$ cat config.mk
export PLATFORM = sky130hd
export DESIGN_NAME = pinMuxTop
export DESIGN_NICKNAME = d
export VERILOG_FILES = /design/src/rtl/pinMuxPkg.sv /design/src/rtl/pinDebounce.sv /design/src/rtl/pinMuxCtrl.sv /design/src/rtl/pinMuxData.sv /design/src/rtl/pinMuxTop.sv
export SDC_FILE = /design/constraint.sdc
export NUM_CORES = 1
export LEC_CHECK = 0
export BUFFER_PORTS_ARGS = -buffer_cell sky130_fd_sc_hd__buf_2
export CORE_MARGIN = 2
export CORE_UTILIZATION = 39
export DETAILED_ROUTE_END_ITERATION = 7
export GPL_ROUTABILITY_DRIVEN = 0
export PLACE_DENSITY = 0.66
export SYNTH_ARGS = -nofsm -noshare
export SYNTH_HDL_FRONTEND = slang
export SYNTH_HIERARCHICAL = 1
export SYNTH_SLANG_ARGS = --single-unit
$ cat constraint.sdc
create_clock -name clk -period 3.4 [get_ports clk]
set_input_delay 0.51 -clock clk [delete_from_list [all_inputs] [get_ports clk]]
set_output_delay 0.51 -clock clk [all_outputs]
set_load 0.05 [all_outputs]
$ cat src/rtl/pinMuxPkg.sv
package pinMuxPkg;
  localparam int NUM_ALT = 3;

  typedef struct packed {
    logic       dbEn;
    logic       pullDown;
    logic       pullUp;
    logic [1:0] drvMode;
    logic [1:0] funcSel;
  } padCfg_t;

  localparam logic [1:0] DRV_HIZ  = 2'd0;
  localparam logic [1:0] DRV_PP   = 2'd1;
  localparam logic [1:0] DRV_OD   = 2'd2;

  typedef struct packed {
    logic sampleTick;
  } ctrlStrobe_t;
endpackage

$ cat src/rtl/pinDebounce.sv
module pinDebounce (
  input  logic clk,
  input  logic rst,
  input  logic sampleTick,
  input  logic rawIn,
  output logic stableOut
);
  logic [1:0] hist;
  logic       agree;

  assign agree = (hist[1] == hist[0]) && (hist[0] == rawIn);

  always_ff @(posedge clk) begin
    if (rst) begin
      hist      <= 2'b00;
      stableOut <= 1'b0;
    end else if (sampleTick) begin
      hist <= {hist[0], rawIn};
      if (agree) stableOut <= rawIn;
    end
  end
endmodule

$ cat src/rtl/pinMuxCtrl.sv
module pinMuxCtrl
  import pinMuxPkg::*;
#(
  parameter int NUM_PADS = 4,
  parameter int NUM_IN   = 4,
  parameter int DIV_W    = 8,
  parameter int DATA_W   = 8,
  parameter int PAD_W    = 2,
  parameter int ADDR_W   = 4
) (
  input  logic              clk,
  input  logic              rst,
  input  logic              wrEn,
  input  logic [ADDR_W-1:0] wrAddr,
  input  logic [DATA_W-1:0] wrData,
  output padCfg_t           padCfg [NUM_PADS],
  output logic [PAD_W-1:0]  inSel  [NUM_IN],
  output logic [NUM_IN-1:0] inValid,
  output ctrlStrobe_t       strobe
);
  localparam int DIV_ADDR = NUM_PADS + NUM_IN;

  logic [DIV_W-1:0] divQ;
  logic [DIV_W-1:0] divCnt;
  logic             tick;

  for (genvar p = 0; p < NUM_PADS; p++) begin : gPadReg
    always_ff @(posedge clk) begin
      if (rst) padCfg[p] <= '0;
      else if (wrEn && wrAddr == ADDR_W'(p)) padCfg[p] <= padCfg_t'(wrData[6:0]);
    end
  end

  for (genvar f = 0; f < NUM_IN; f++) begin : gInReg
    always_ff @(posedge clk) begin
      if (rst) begin
        inSel[f]   <= '0;
        inValid[f] <= 1'b0;
      end else if (wrEn && wrAddr == ADDR_W'(NUM_PADS + f)) begin
        inSel[f]   <= wrData[PAD_W-1:0];
        inValid[f] <= 1'b1;
      end
    end
  end

  always_ff @(posedge clk) begin
    if (rst) divQ <= '0;
    else if (wrEn && wrAddr == ADDR_W'(DIV_ADDR)) divQ <= wrData[DIV_W-1:0];
  end

  assign tick = (divCnt >= divQ);

  always_ff @(posedge clk) begin
    if (rst) divCnt <= '0;
    else if (tick) divCnt <= '0;
    else divCnt <= divCnt + 1'b1;
  end

  assign strobe.sampleTick = tick;
endmodule

$ cat src/rtl/pinMuxData.sv
module pinMuxData
  import pinMuxPkg::*;
#(
  parameter int NUM_PADS = 4,
  parameter int NUM_IN   = 4,
  parameter int PAD_W    = 2
) (
  input  logic                       clk,
  input  logic                       rst,
  input  ctrlStrobe_t                strobe,
  input  padCfg_t                    padCfg [NUM_PADS],
  input  logic [PAD_W-1:0]           inSel  [NUM_IN],
  input  logic [NUM_IN-1:0]          inValid,
  input  logic [NUM_PADS-1:0]        gpioOut,
  input  logic [NUM_PADS-1:0]        gpioOe,
  input  logic [NUM_ALT*NUM_PADS-1:0] altOut,
  input  logic [NUM_ALT*NUM_PADS-1:0] altOe,
  input  logic [NUM_PADS-1:0]        padIn,
  output logic [NUM_PADS-1:0]        padOut,
  output logic [NUM_PADS-1:0]        padOe,
  output logic [NUM_PADS-1:0]        padPu,
  output logic [NUM_PADS-1:0]        padPd,
  output logic [NUM_PADS-1:0]        gpioIn,
  output logic [NUM_IN-1:0]          funcIn
);
  logic [NUM_PADS-1:0] filtered;

  for (genvar p = 0; p < NUM_PADS; p++) begin : gPad
    logic [NUM_ALT:0] candOut, candOe;
    logic             fnOut, fnOe, dbOut;

    assign candOut[0] = gpioOut[p];
    assign candOe[0]  = gpioOe[p];
    for (genvar a = 0; a < NUM_ALT; a++) begin : gAlt
      assign candOut[a+1] = altOut[a*NUM_PADS + p];
      assign candOe[a+1]  = altOe[a*NUM_PADS + p];
    end

    assign fnOut = candOut[padCfg[p].funcSel];
    assign fnOe  = candOe[padCfg[p].funcSel];

    always_comb begin
      case (padCfg[p].drvMode)
        DRV_PP: begin
          padOut[p] = fnOut;
          padOe[p]  = fnOe;
        end
        DRV_OD: begin
          padOut[p] = 1'b0;
          padOe[p]  = fnOe & ~fnOut;
        end
        default: begin
          padOut[p] = 1'b0;
          padOe[p]  = 1'b0;
        end
      endcase
    end

    assign padPu[p] = padCfg[p].pullUp;
    assign padPd[p] = padCfg[p].pullDown & ~padCfg[p].pullUp;

    pinDebounce uDb (
      .clk        (clk),
      .rst        (rst),
      .sampleTick (strobe.sampleTick),
      .rawIn      (padIn[p]),
      .stableOut  (dbOut)
    );

    assign filtered[p] = padCfg[p].dbEn ? dbOut : padIn[p];
  end

  assign gpioIn = filtered;

  for (genvar f = 0; f < NUM_IN; f++) begin : gFunc
    assign funcIn[f] = inValid[f] & filtered[inSel[f]];
  end
endmodule

$ cat src/rtl/pinMuxTop.sv
module pinMuxTop
  import pinMuxPkg::*;
#(
  parameter int NUM_PADS = 4,
  parameter int NUM_IN   = 4,
  parameter int DIV_W    = 8,
  localparam int PAD_W   = (NUM_PADS > 1) ? $clog2(NUM_PADS) : 1,
  localparam int ADDR_W  = $clog2(NUM_PADS + NUM_IN + 1),
  localparam int DATA_W  = (DIV_W > 7) ? DIV_W : 7
) (
  input  logic                        clk,
  input  logic                        rst,
  input  logic                        wrEn,
  input  logic [ADDR_W-1:0]           wrAddr,
  input  logic [DATA_W-1:0]           wrData,
  input  logic [NUM_PADS-1:0]         gpioOut,
  input  logic [NUM_PADS-1:0]         gpioOe,
  input  logic [3*NUM_PADS-1:0]       altOut,
  input  logic [3*NUM_PADS-1:0]       altOe,
  input  logic [NUM_PADS-1:0]         padIn,
  output logic [NUM_PADS-1:0]         padOut,
  output logic [NUM_PADS-1:0]         padOe,
  output logic [NUM_PADS-1:0]         padPu,
  output logic [NUM_PADS-1:0]         padPd,
  output logic [NUM_PADS-1:0]         gpioIn,
  output logic [NUM_IN-1:0]           funcIn
);
  padCfg_t           padCfgQ [NUM_PADS];
  logic [PAD_W-1:0]  inSelQ  [NUM_IN];
  logic [NUM_IN-1:0] inValidQ;
  ctrlStrobe_t       strobe;

  pinMuxCtrl #(
    .NUM_PADS(NUM_PADS), .NUM_IN(NUM_IN), .DIV_W(DIV_W),
    .DATA_W(DATA_W), .PAD_W(PAD_W), .ADDR_W(ADDR_W)
  ) uCtrl (
    .clk     (clk),
    .rst     (rst),
    .wrEn    (wrEn),
    .wrAddr  (wrAddr),
    .wrData  (wrData),
    .padCfg  (padCfgQ),
    .inSel   (inSelQ),
    .inValid (inValidQ),
    .strobe  (strobe)
  );

  pinMuxData #(
    .NUM_PADS(NUM_PADS), .NUM_IN(NUM_IN), .PAD_W(PAD_W)
  ) uData (
    .clk     (clk),
    .rst     (rst),
    .strobe  (strobe),
    .padCfg  (padCfgQ),
    .inSel   (inSelQ),
    .inValid (inValidQ),
    .gpioOut (gpioOut),
    .gpioOe  (gpioOe),
    .altOut  (altOut),
    .altOe   (altOe),
    .padIn   (padIn),
    .padOut  (padOut),
    .padOe   (padOe),
    .padPu   (padPu),
    .padPd   (padPd),
    .gpioIn  (gpioIn),
    .funcIn  (funcIn)
  );
endmodule

Word level (Yosys, flattened, before mapping)
Cells that the tools add are included.
{"block": "op_classes", "n_reduce_logical": 19, "n_lt_le_gt_ge": 9, "add_sub_neg": 1, "eq_ne": 24, "bitwise_logic": 20, "muxes": 36}
{"op": "$bmux W1 S2", "n": 12}
{"op": "$lt A2 B3 Y1 const B", "n": 8}
{"op": "$mux W1", "n": 20}
{"op": "$eq A4 B3 Y1 const B", "n": 4}
{"op": "$logic_and A1 B1 Y1", "n": 13}
{"op": "$and A1 B1 Y1", "n": 12}
{"op": "$add A8 B1 Y8 const B", "n": 1}
{"op": "$eq A1 B1 Y1", "n": 8}
{"op": "$eq A2 B1 Y1 const B", "n": 4}
{"op": "$eq A2 B2 Y1 const B", "n": 4}
{"op": "$eq A4 B2 Y1 const B", "n": 2}
{"op": "$ge A8 B8 Y1", "n": 1}
{"op": "$not A1 Y1", "n": 8}
{"op": "$pmux W1 S2", "n": 4}
{"op": "$reduce_and A2 Y1", "n": 4}
{"op": "$eq A4 B1 Y1 const B", "n": 1}
{"op": "$eq A4 B4 Y1 const B", "n": 1}
{"op": "$logic_not A4 Y1", "n": 1}
{"op": "$reduce_or A2 Y1", "n": 1}
{"block": "totals", "regBits": 68, "wordCells": 147, "inputBits": 51, "output_inout_bits": 24}

Depth between registers and ports, before layout
Gate-level depths: netlist of run 1.
{"block": "logic_depth", "depth_word": 5, "depth_mapped": 7}

Cells and area by module
Netlist of run 1, hierarchy kept.
{"module": "pinMuxCtrl", "area_per_inst_um2": 2282.2, "n_inst": 1, "cells_each": 236}
{"module": "pinMuxData", "area_per_inst_um2": 695.7, "n_inst": 1, "cells_each": 92}
{"module": "pinDebounce", "area_per_inst_um2": 112.6, "n_inst": 4, "cells_each": 11}

Least setup slack after synthesis of run 1
No wires, ideal clock.
{"block": "synth_path", "path_kind": "reg-to-reg", "from": "reg uCtrl.divCnt[0]", "to": "reg uData.gPad[0].uDb.stableOut", "stages_incl_launch_ff": 8, "setup_slack_ps": 687, "arrival_time_ps": 2621, "period_less_slack_ps": 2713, "setup_ps": 92, "cell_sequence": "dfxtp_1 > inv_1 > ha_1 > nand2b_1 > a21oi_4 > o31ai_1 > a31oi_1 > nor4_1"}
{"block": "synth_via", "elab_chain_cells": 2}
{"element": "start: declaration", "line": "pinMuxCtrl.sv:24", "source": "logic [DIV_W-1:0] divCnt;"}
{"element": "start signal: assignment", "line": "pinMuxCtrl.sv:56", "source": "else divCnt <= divCnt + 1'b1;"}
{"element": "$ge A8 B8 Y1", "line": "pinMuxCtrl.sv:51", "source": "assign tick = (divCnt >= divQ);"}
{"element": "net strobe", "line": "pinMuxTop.sv:31", "source": "ctrlStrobe_t strobe;"}
{"element": "$reduce_and A2 Y1 (no line)"}
{"element": "end signal: assignment", "line": "pinDebounce.sv:19", "source": "if (agree) stableOut <= rawIn;"}
{"element": "end: declaration", "line": "pinDebounce.sv:6", "source": "output logic stableOut"}
The timed path passes the listed nets, and every way through them passes these cells.
A chain may end at the register's enable or synchronous reset.

Worst setup path after layout of run 1
{"block": "layout_path", "from": "reg uCtrl/padCfg[6] (netlist name)", "to": "out funcIn[0]"}
{"block": "layout_via", "elab_chain_cells": 4}
{"element": "$mux W1", "line": "pinMuxData.sv:70", "source": "assign filtered[p] = padCfg[p].dbEn ? dbOut : padIn[p];"}
{"element": "$bmux W1 S2", "line": "pinMuxData.sv:76", "source": "assign funcIn[f] = inValid[f] & filtered[inSel[f]];"}
{"element": "$mux W1 (implied by the code)", "line": "pinMuxData.sv:76"}
{"element": "$and A1 B1 Y1", "line": "pinMuxData.sv:76"}
{"element": "end: declaration", "line": "pinMuxTop.sv:26", "source": "output logic [NUM_IN-1:0] funcIn"}
Every way passes these cells. The select of a mux whose other input is x is not followed.

==> results.yml, run 1 <==
run_status:
  outcome: "complete, no violations"
power:
  leakage_nw: 1.79
  vdd_ir_drop_max_uv: 339
  cellPowerDensity_mw_per_mm2: 408
  report.power.total_mw: 1.67
cts:
  worstSkewPairLatency_ps: 340
  cts_setup_buffers: 0
  max-clock-path-buffers: 2
  clkTransAtPathRegs_ps: 80
  cts_resized: 0
  tritoncts: "yes"
  clock_tree_root_driver_cell: "sky130_fd_sc_hd__clkbuf_8"
  cts_buffers: 9
  cts_sinks: 68
  hold_bufs_at_cts: 0
  h_tree_levels: 3
critical_path:
  timing.setup.critical_path_class: "flip-flop to output pin"
  worstPathRequired_ps: 2890
  timing.rr.start: "uCtrl/divCnt[2]$_SDFF_PP0_"
  r2r_cells: 7
  worstSetupStartpointType: "flip-flop"
  arrival_ps: 1720
  timing.critical_path.to_type: "output pin"
  ff2ff_setup_slack_ps: 1230
  worst-path-max-fanout: 5
  worst_r2r_endpoint: "uData/gPad[1].uDb/stableOut$_SDFFE_PP0P_"
timing:
  final.setup_skew_ps: 3.81
  final_max_slew_viol_count: 0
  timing.final.crit_period_ps: 2230
  rsz0062_at_grt: "false"
  fmaxAchievable_mhz: 449
  post-route-period-util_pct: 65.6
  fin_setup_tns_ps: 0
  final-hold-violation-count: 0
  slew_headroom_pct: 52.2
  actual_slew_at_the_worst_max_slew_pin_ps: 717
  setup_viol: 0
routing:
  drtAntennaViolNets: 0
  routed_wl_mm: 7.21
  drtIter0Drc: 108
  post-route-drc-count: 0
  drt_pre_antenna_iters: 5
  detailroute.via_count: 2771
  post_drt_wl_per_cell_microns: 13.0
  viasPerCell: 4.98
global_route:
  grt_usage_pct: 15.2
  grt-ovfl-total: 0
  grt_first_pass_wirelength_mm: 11.7
  pin_count_of_the_biggest_net_entering_global_routing: 41
  grt_antenna_before_repair: 0
  first_global_vias: 2497
placed_design:
  place_hpwl_mm: 5.39
  portBuffers: 74
synth:
  yosysUniqueCellTypes: 36
  synth_enable_flop_cells: 0
  synth_largest_type_area_fraction_pct: 39.7
  synth.cell_area_sq_mm: 0.00343
  synth.top_cells.by_area: "sky130_fd_sc_hd__dfxtp_1, sky130_fd_sc_hd__mux2i_1, sky130_fd_sc_hd__nor2_1, sky130_fd_sc_hd__ha_1, sky130_fd_sc_hd__mux4_2"
  most_frequently_used_flop_master_after_synthesis: "sky130_fd_sc_hd__dfxtp_1"
  synthesis.nets: 440
  ys_warn_count: 6
  synthTopCellsByCount: "sky130_fd_sc_hd__dfxtp_1, sky130_fd_sc_hd__nor2_1, sky130_fd_sc_hd__mux2i_1"
  syn_avg_cell_area_sq_um: 9.22
  synth_cells: 372
  synth_async_sr_flop_share_pct: 0
  synth_area_leader_cell: "sky130_fd_sc_hd__dfxtp_1"
  ys_ff_latch: 68
  ys_seq_area_share_pct: 39.7
  yosysMostFrequentCell: "sky130_fd_sc_hd__dfxtp_1"
floorplan:
  placement_rows: 34
  die_h_microns: 97.8
  starting_density_pct: 39.7
  floorplan.core_area_sq_mm: 0.00864
  die_area_sq_mm: 0.00956
  floorplan.io_pins: 75
  die_w_microns: 97.8
cells_and_area:
  synth_to_layout_area_growth_pct: 19.1
  antenna-diode-count: 0
  seq_area_sq_mm: 0.00136
  post_route_cells_drive_above_1_share_pct: 24.1
  nFillCells: 851
  finish.net_count: 511
  area_of_combinational_cells_with_multiple_inputs_sq_mm: 0.00190
min_path:
  timing.hold.worst.start: "wrData[7]"
  hold_class: "input pin to flip-flop"
  timing.hold.worst_endpoint: "uCtrl/divQ[7]$_SDFFE_PP0P_"
  worstHoldPathCells: 3
job:
  drv_cap: 0
==> metrics by stage <==
step / hold WS [ps] / std cells / util, % / cell area, sq um / worst slack, ps
global placement: 435 / 540 / 44.8 / 3870 / 1240
detailed placement: 442 / 540 / 44.8 / 3870 / 1210
finish: 415 / 556 / 47.3 / 4080 / 1170
floorplan: 422 / 372 / - / 3430 / 687
CTS: 408 / 556 / 47.3 / 4080 / 1180
global route: 438 / 556 / 47.3 / 4080 / 1080
==> cell type report <==
type / count / area share, %
Tap cell: 108 / 3.31
Timing Repair Buffer: 76 / 9.44
Clock buffer: 10 / 3.37
Sequential cell: 68 / 33.3
Clock inverter: 6 / 1.78
Multi-Input combinational cell: 265 / 46.6
Inverter: 23 / 2.11
==> routing by layer <==
layer / vias up / wire [microns] / global-route usage [%]
met1: 1270 / 3590 / 20.1
met5: - / 0 / 0
li1: 1421 / - / -
met4: 0 / 112 / 6.73
met3: 10 / 367 / 3.22
met2: 70 / 3140 / 24.0
==> logic make-up after synthesis <==
kind of cell,share of synthesized area [%]
fa+ha+maj,6.20
xor+xnor,1.53
flops,39.7
buf+inv,4.89
compound gates,6.86
mux,20.6
simple gates,20.2
==> how the worst max path moves through the flow <==
stage,start,to,slack (ps)
global route,uCtrl/padCfg[6]$_SDFFE_PP0P_,funcIn[0],1080
floorplan,uCtrl/divCnt[0]$_SDFF_PP0_,uData/gPad[0].uDb/stableOut$_SDFFE_PP0P_,690
detailed placement,uCtrl/divCnt[2]$_SDFF_PP0_,uData/gPad[1].uDb/stableOut$_SDFFE_PP0P_,1210
CTS,uCtrl/padCfg[6]$_SDFFE_PP0P_,funcIn[0],1180
global placement,wrAddr[0],uCtrl/divQ[0]$_SDFFE_PP0P_,1240
finish,uCtrl/padCfg[6]$_SDFFE_PP0P_,funcIn[0],1170
==> critical path, cell delays in order (launching register included) <==
cell	delay (ps)
sky130_fd_sc_hd__dfxtp_1	340
sky130_fd_sc_hd__mux2_2	300
sky130_fd_sc_hd__mux2i_1	90
sky130_fd_sc_hd__a211oi_1	310
sky130_fd_sc_hd__buf_2	330
==> registers in the layout, indices dropped and copies added (netlist names) <==
name                      flops
uCtrl/padCfg                 28
uCtrl/inValid                 4
uCtrl/divQ                    8
uData/gPad.uDb/stableOut      4
uCtrl/inSel                   8
uData/gPad.uDb/hist           8
uCtrl/divCnt                  8
==> cell usage in the layout (no fill, tap or decap), types with 2 or more instances in the layout <==
master and instances:
sky130_fd_sc_hd__clkinv_4 3, sky130_fd_sc_hd__nor2b_1 4, sky130_fd_sc_hd__nor2_1 65, sky130_fd_sc_hd__nand2b_1 9
sky130_fd_sc_hd__dfxtp_1 68, sky130_fd_sc_hd__ha_1 17, sky130_fd_sc_hd__nor3_1 5, sky130_fd_sc_hd__mux4_2 4
sky130_fd_sc_hd__nor4_1 4, sky130_fd_sc_hd__nand2_1 19, sky130_fd_sc_hd__nor4b_1 4, sky130_fd_sc_hd__clkbuf_8 10
sky130_fd_sc_hd__and3_1 6, sky130_fd_sc_hd__nand3b_1 3, sky130_fd_sc_hd__inv_1 23, sky130_fd_sc_hd__mux2_2 4
sky130_fd_sc_hd__buf_2 74, sky130_fd_sc_hd__xnor2_1 3, sky130_fd_sc_hd__a31oi_1 8, sky130_fd_sc_hd__o21ai_0 4
sky130_fd_sc_hd__buf_4 2, sky130_fd_sc_hd__mux2i_1 57, sky130_fd_sc_hd__nand3_1 15, sky130_fd_sc_hd__nor3b_2 3
sky130_fd_sc_hd__a21oi_1 14, sky130_fd_sc_hd__or3_1 2, sky130_fd_sc_hd__a211oi_1 4, sky130_fd_sc_hd__xor2_1 3
==> power breakdown <==
| part | total [mW] | internal, mW | switching, mW |
|---|---|---|---|
| registers | 0.824 | 0.811 | 0.0129 |
| logic | 0.163 | 0.0681 | 0.0946 |
| clock network | 0.680 | 0.365 | 0.315 |
| total | 1.67 | 1.24 | 0.423 |
No activity file was read; power rests on OpenSTA's default activity.
==> run 2: changes to the inputs <==
- clock period: 3.4 -> 2.3 ns (I/O delays scaled with it)
==> results.yml, run 2 (synthesis results as in run 1) <==
critical_path:
  list_of_cells_traversed_by_the_critical_path: "inv_1, ha_1, o21a_1, a21oi_1, o31ai_4, buf_4, mux2i_1, nor2_1"
  max_stage_delay_ps: 610
  ff2ff_setup_slack_ps: 200
  timing.critical_path.to_type: "flip-flop"
  timing.setup.critical_path_class: "flip-flop to flip-flop"
  cp_slowest_cell: "sky130_fd_sc_hd__o31ai_4"
  worstPathRequired_ps: 2540
  arrival_ps: 2340
  worst-path-max-fanout: 15
  worstSetupStartpointType: "flip-flop"
cts:
  cts_buffers: 9
  clock_tree_root_driver_cell: "sky130_fd_sc_hd__clkbuf_8"
  clkTransAtPathRegs_ps: 70
  cts_sinks: 68
  max-clock-path-buffers: 2
  hold_bufs_at_cts: 0
  tritoncts: "yes"
  h_tree_levels: 3
  worstSkewPairLatency_ps: 350
power:
  clock_power_share_pct: 45.1
  vdd_ir_drop_max_uv: 536
  cellPowerDensity_mw_per_mm2: 635
  leakage_nw: 1.87
  net_switching_power_mw: 0.628
  power.share.switching_pct: 23.4
  internal_power_mw: 2.06
  power.share.sequential_pct: 45.3
  combPwrFrac_pct: 9.6
global_route:
  pin_count_of_the_biggest_net_entering_global_routing: 24
  grt_first_pass_wirelength_mm: 12.4
  groute.layer.met3.usage_pct: 4.80
  grt.busiest_layer: "met2"
  grt.met1_usage_pct: 20.8
  grt.met2_usage_pct: 25.9
  grt-ovfl-total: 0
  first_global_vias: 2683
  grt_usage_pct: 16.1
  grt_antenna_before_repair: 0
timing:
  slew_headroom_pct: 56.3
  final_max_slew_viol_count: 0
  post-route-period-util_pct: 91.5
  final-hold-violation-count: 0
  setup_ws_ps: 197
  setup_viol: 0
  final.setup_skew_ps: 6.69
  actual_slew_at_the_worst_max_slew_pin_ps: 655
  fmaxAchievable_mhz: 475
  rsz0062_at_grt: "false"
  fin_setup_tns_ps: 0
  timing.final.crit_period_ps: 2100
cells_and_area:
  mostFrequentLayoutCell: "sky130_fd_sc_hd__buf_2"
  finish.net_count: 522
  seq_area_sq_mm: 0.00136
  flip_flop_count_of_the_largest_register_after_layout: 28
  top_register: "uCtrl/padCfg"
  synth_to_layout_area_growth_pct: 23.5
  post_route_cells_drive_above_1_share_pct: 26.8
  nFillCells: 851
  layout.cell_area.non_filler_sq_mm: 0.00423
  area_of_combinational_cells_with_multiple_inputs_sq_mm: 0.00193
  stdcell_count: 567
  antenna-diode-count: 0
  most-common-layout-cells: "sky130_fd_sc_hd__buf_2, sky130_fd_sc_hd__dfxtp_1, sky130_fd_sc_hd__nor2_1, sky130_fd_sc_hd__mux2i_1, sky130_fd_sc_hd__inv_1"
  layout_utilization_pct: 49.0
floorplan:
  die_area_sq_mm: 0.00956
  floorplan.core_area_sq_mm: 0.00864
  floorplan.io_pins: 75
  starting_density_pct: 39.7
  die_w_microns: 97.8
  die_h_microns: 97.8
  placement_rows: 34
run_status:
  outcome: "complete, no violations"
routing:
  detailroute.via_count: 2816
  drt_pre_antenna_iters: 4
  routed_wl_mm: 7.66
  viasPerCell: 4.97
  post-route-drc-count: 0
  post_drt_wl_per_cell_microns: 13.5
  drtAntennaViolNets: 0
  drtIter0Drc: 86
placed_design:
  place_hpwl_mm: 5.52
  placed_cell_area_sq_mm: 0.00395
  placedCellCount: 548
  detailedPlace.worstSlack_ps: -183
  portBuffers: 74
job:
  drv_cap: 0
min_path:
  hold_class: "input pin to flip-flop"
## run 2: changes by cell type in the layout (fill, tap and decap cells not counted), sizes merged
cell    change
buf        +11
bufinv      +2
clkinv      -1
inv         -1
## run 2: path summary, 6_finish.rpt
check | from | endpoint | cells after the start
worst max-delay path | uCtrl/divQ[3]$_SDFFE_PP0P_ | uData/gPad[1].uDb/hist[1]$_SDFFE_PP0P_ | 8
worst min-delay path | wrData[7] | uCtrl/divQ[7]$_SDFFE_PP0P_ | 3
worst max register to register | uCtrl/divQ[3]$_SDFFE_PP0P_ | uData/gPad[1].uDb/hist[1]$_SDFFE_PP0P_ | 8
worst min register to register | uCtrl/inValid[0]$_SDFFE_PP0P_ | uCtrl/inValid[0]$_SDFFE_PP0P_ | 2
## run 2: area by class of cell
cell class,instances,share of cell area (%)
Multi-Input combinational cell,265,45.7
Sequential cell,68,32.2
Timing Repair Buffer,87,11.1
Clock buffer,10,3.25
Tap cell,108,3.19
Clock inverter,6,2.63
Inverter,23,2.04
## run 2: power groups by stage
stage               clock network [mW]  logic [mW]  registers (mW)
global placement                     0       0.244            1.24
global route                      1.28       0.281            1.22
finish                            1.21       0.257            1.22
detailed placement                   0       0.250            1.24
floorplan                            0       0.154            1.24
CTS                               1.24       0.252            1.22
## run 2: metrics by stage
stage / hold WS [ps] / total power [mW]
after CTS: 223 / 2.71
after global routing: 240 / 2.78
final: 239 / 2.69
after detailed placement: 440 / 1.49
after global placement: 436 / 1.49
after floorplan: 417 / 1.39
## run 2: per-layer routing
layer | vias up | share of wire, %
met4 | 0 | 1.1
met1 | 1299 | 47
met5 | - | 0
met2 | 62 | 46
met3 | 7 | 5.4
li1 | 1448 | -
## run 2: timing repair
item | in CTS | in global routing
resized for setup | 1 | 0
setup endpoints to repair | 12 | 3
hold endpoints to repair | 0 | 0
pin swaps | 0 | 1
buffers inserted | 0 | 3
## run 2: worst max-delay path, delay by kind of cell, from the launching register on
| kind | cells | cell delay [ps] |
|---|---|---|
| multiplexers | 1 | 210 |
| adder cells (fa/ha/maj) | 1 | 260 |
| flip-flops | 1 | 330 |
| buffers and inverters | 2 | 280 |
| AND/OR/NAND/NOR | 1 | 60 |
| AO/OA/AOI/OAI | 3 | 840 |
==> run 3: changes to the inputs <==
- BUFFER_PORTS_ARGS: -buffer_cell sky130_fd_sc_hd__buf_2 -> not set
- DONT_BUFFER_PORTS: not set -> 1
- PLACE_DENSITY: 0.66 -> 0.58
==> results.yml, run 3 (synthesis results as in run 1) <==
run_status:
  outcome: "complete, no violations"
timing:
  slew_headroom_pct: 62.9
  rsz0062_at_grt: "false"
  post-route-period-util_pct: 93.1
  final_max_slew_viol_count: 0
  timing.final.crit_period_ps: 2140
  final.setup_skew_ps: 10.0
  fin_hold_ws_ps: 72.5
  setup_ws_ps: 158
  setup_viol: 0
  fmaxAchievable_mhz: 467
  actual_slew_at_the_worst_max_slew_pin_ps: 556
  final-hold-violation-count: 0
  fin_setup_tns_ps: 0
global_route:
  first_global_vias: 2568
  pin_count_of_the_biggest_net_entering_global_routing: 62
  grt_first_pass_wirelength_mm: 12.3
  grt_antenna_before_repair: 0
  grt_usage_pct: 16.0
  grt-ovfl-total: 0
routing:
  detailroute.via_count: 2623
  drtIter0Drc: 114
  post-route-drc-count: 0
  post_drt_wl_per_cell_microns: 14.4
  viasPerCell: 5.14
  drt_pre_antenna_iters: 4
  drtAntennaViolNets: 0
  routed_wl_mm: 7.33
cts:
  max-clock-path-buffers: 2
  worstSkewPairLatency_ps: 340
  clock_tree_root_driver_cell: "sky130_fd_sc_hd__clkbuf_8"
  tritoncts: "yes"
  clkTransAtPathRegs_ps: 80
  h_tree_levels: 3
  cts_buffers: 9
  cts_sinks: 68
min_path:
  timing.hold.worst.start: "rst"
  timing.hold.worst_endpoint: "uData/gPad[2].uDb/hist[0]$_SDFFE_PP0P_"
  worstHoldPathCells: 1
  hold_class: "input pin to flip-flop"
critical_path:
  worst_r2r_endpoint: "uData/gPad[1].uDb/stableOut$_SDFFE_PP0P_"
  ff2ff_setup_slack_ps: 260
  timing.rr.start: "uCtrl/divQ[2]$_SDFFE_PP0P_"
  worstSetupStartpointType: "flip-flop"
  r2r_cells: 8
  timing.setup.critical_path_class: "flip-flop to output pin"
  worst-path-max-fanout: 5
  timing.critical_path.to_type: "output pin"
  arrival_ps: 1800
  worstPathRequired_ps: 1960
power:
  net_switching_power_mw: 0.580
  report.power.total_mw: 2.53
  vdd_ir_drop_max_uv: 453
  leakage_nw: 1.63
  power.share.switching_pct: 22.9
  power.share.sequential_pct: 48.1
  clock_power_share_pct: 44.9
  cellPowerDensity_mw_per_mm2: 635
  combPwrFrac_pct: 7.0
  internal_power_mw: 1.95
floorplan:
  floorplan.io_pins: 75
  die_w_microns: 97.8
  die_area_sq_mm: 0.00956
  floorplan.core_area_sq_mm: 0.00864
  die_h_microns: 97.8
  starting_density_pct: 39.7
  placement_rows: 34
placed_design:
  detailedPlace.worstSlack_ps: -155
  placedCellCount: 491
  placed_cell_area_sq_mm: 0.00371
  place_hpwl_mm: 5.17
  portBuffers: 0
cells_and_area:
  layout.cell_area.non_filler_sq_mm: 0.00399
  top_register: "uCtrl/padCfg"
  stdcell_count: 510
  antenna-diode-count: 0
  synth_to_layout_area_growth_pct: 16.4
  flip_flop_count_of_the_largest_register_after_layout: 28
  finish.net_count: 465
  most-common-layout-cells: "sky130_fd_sc_hd__dfxtp_1, sky130_fd_sc_hd__nor2_1, sky130_fd_sc_hd__mux2i_1, sky130_fd_sc_hd__buf_4, sky130_fd_sc_hd__inv_1"
  post_route_cells_drive_above_1_share_pct: 16.4
  mostFrequentLayoutCell: "sky130_fd_sc_hd__dfxtp_1"
  layout_utilization_pct: 46.2
job:
  drv_cap: 0
-- run 3: cell count changes in the layout (fill, tap and decap cells not counted) --
cell / before / now
sky130_fd_sc_hd__clkbuf_8: 10 / 11
sky130_fd_sc_hd__bufinv_16: 3 / 2
sky130_fd_sc_hd__clkinvlp_4: 1 / 2
sky130_fd_sc_hd__buf_12: 0 / 1
sky130_fd_sc_hd__buf_2: 74 / 0
sky130_fd_sc_hd__buf_4: 13 / 29
sky130_fd_sc_hd__clkinv_2: 1 / 0
-- run 3: power by group through the flow --
stage | clock network [mW] | registers, mW | logic (mW)
after floorplan | 0 | 1.24 | 0.154
after global placement | 0 | 1.24 | 0.163
after CTS | 1.17 | 1.22 | 0.169
final | 1.14 | 1.22 | 0.178
after detailed placement | 0 | 1.25 | 0.167
after global routing | 1.22 | 1.22 | 0.196
-- run 3: layout make-up --
cell class / count / area (sq um)
Fill cell: 849 / 4650
Multi-Input combinational cell: 265 / 1930
Sequential cell: 68 / 1360
Timing Repair Buffer: 30 / 238
Clock buffer: 11 / 151
Tap cell: 108 / 135
Inverter: 23 / 86.3
Clock inverter: 5 / 83.8
-- run 3: metal layers --
metal / up-vias / routed length [microns] / share of wire, % / track usage, %
met2: 62 / 3240 / 44 / 24.9
met4: 0 / 103 / 1.4 / 6.09
li1: 1334 / - / - / -
met3: 9 / 494 / 6.7 / 4.65
met5: - / 0 / 0 / 0
met1: 1218 / 3490 / 48 / 21.0
-- run 3: what timing repair did --
item | in CTS | in global routing
resized for setup | 1 | 0
pin swaps | 0 | 1
setup buffers | 0 | 3
hold buffers | 0 | 0
setup endpoints to repair | 8 | 3
-- run 3: how the worst max path moves through the flow --
stage,from,end,slack (ps),cells after the start
2_1_floorplan,uCtrl/divQ[3]$_SDFFE_PP0P_,uData/gPad[0].uDb/stableOut$_SDFFE_PP0P_,90,7
3_3_place_gp,uCtrl/divQ[3]$_SDFFE_PP0P_,uData/gPad[3].uDb/hist[1]$_SDFFE_PP0P_,-60,8
3_5_place_dp,uCtrl/divQ[4]$_SDFFE_PP0P_,uData/gPad[3].uDb/hist[1]$_SDFFE_PP0P_,-150,8
4_1_cts,uCtrl/padCfg[6]$_SDFFE_PP0P_,funcIn[2],120,4
5_1_grt,uCtrl/padCfg[6]$_SDFFE_PP0P_,funcIn[2],60,4
6_report,uCtrl/padCfg[6]$_SDFFE_PP0P_,funcIn[2],160,4
-- run 3: worst max-delay path, stage by stage, from the launching register on --
cell                       delay, ps
sky130_fd_sc_hd__dfxtp_1         330
sky130_fd_sc_hd__mux2_2          460
sky130_fd_sc_hd__mux2i_1         160
sky130_fd_sc_hd__a211oi_2        260
sky130_fd_sc_hd__buf_4           230
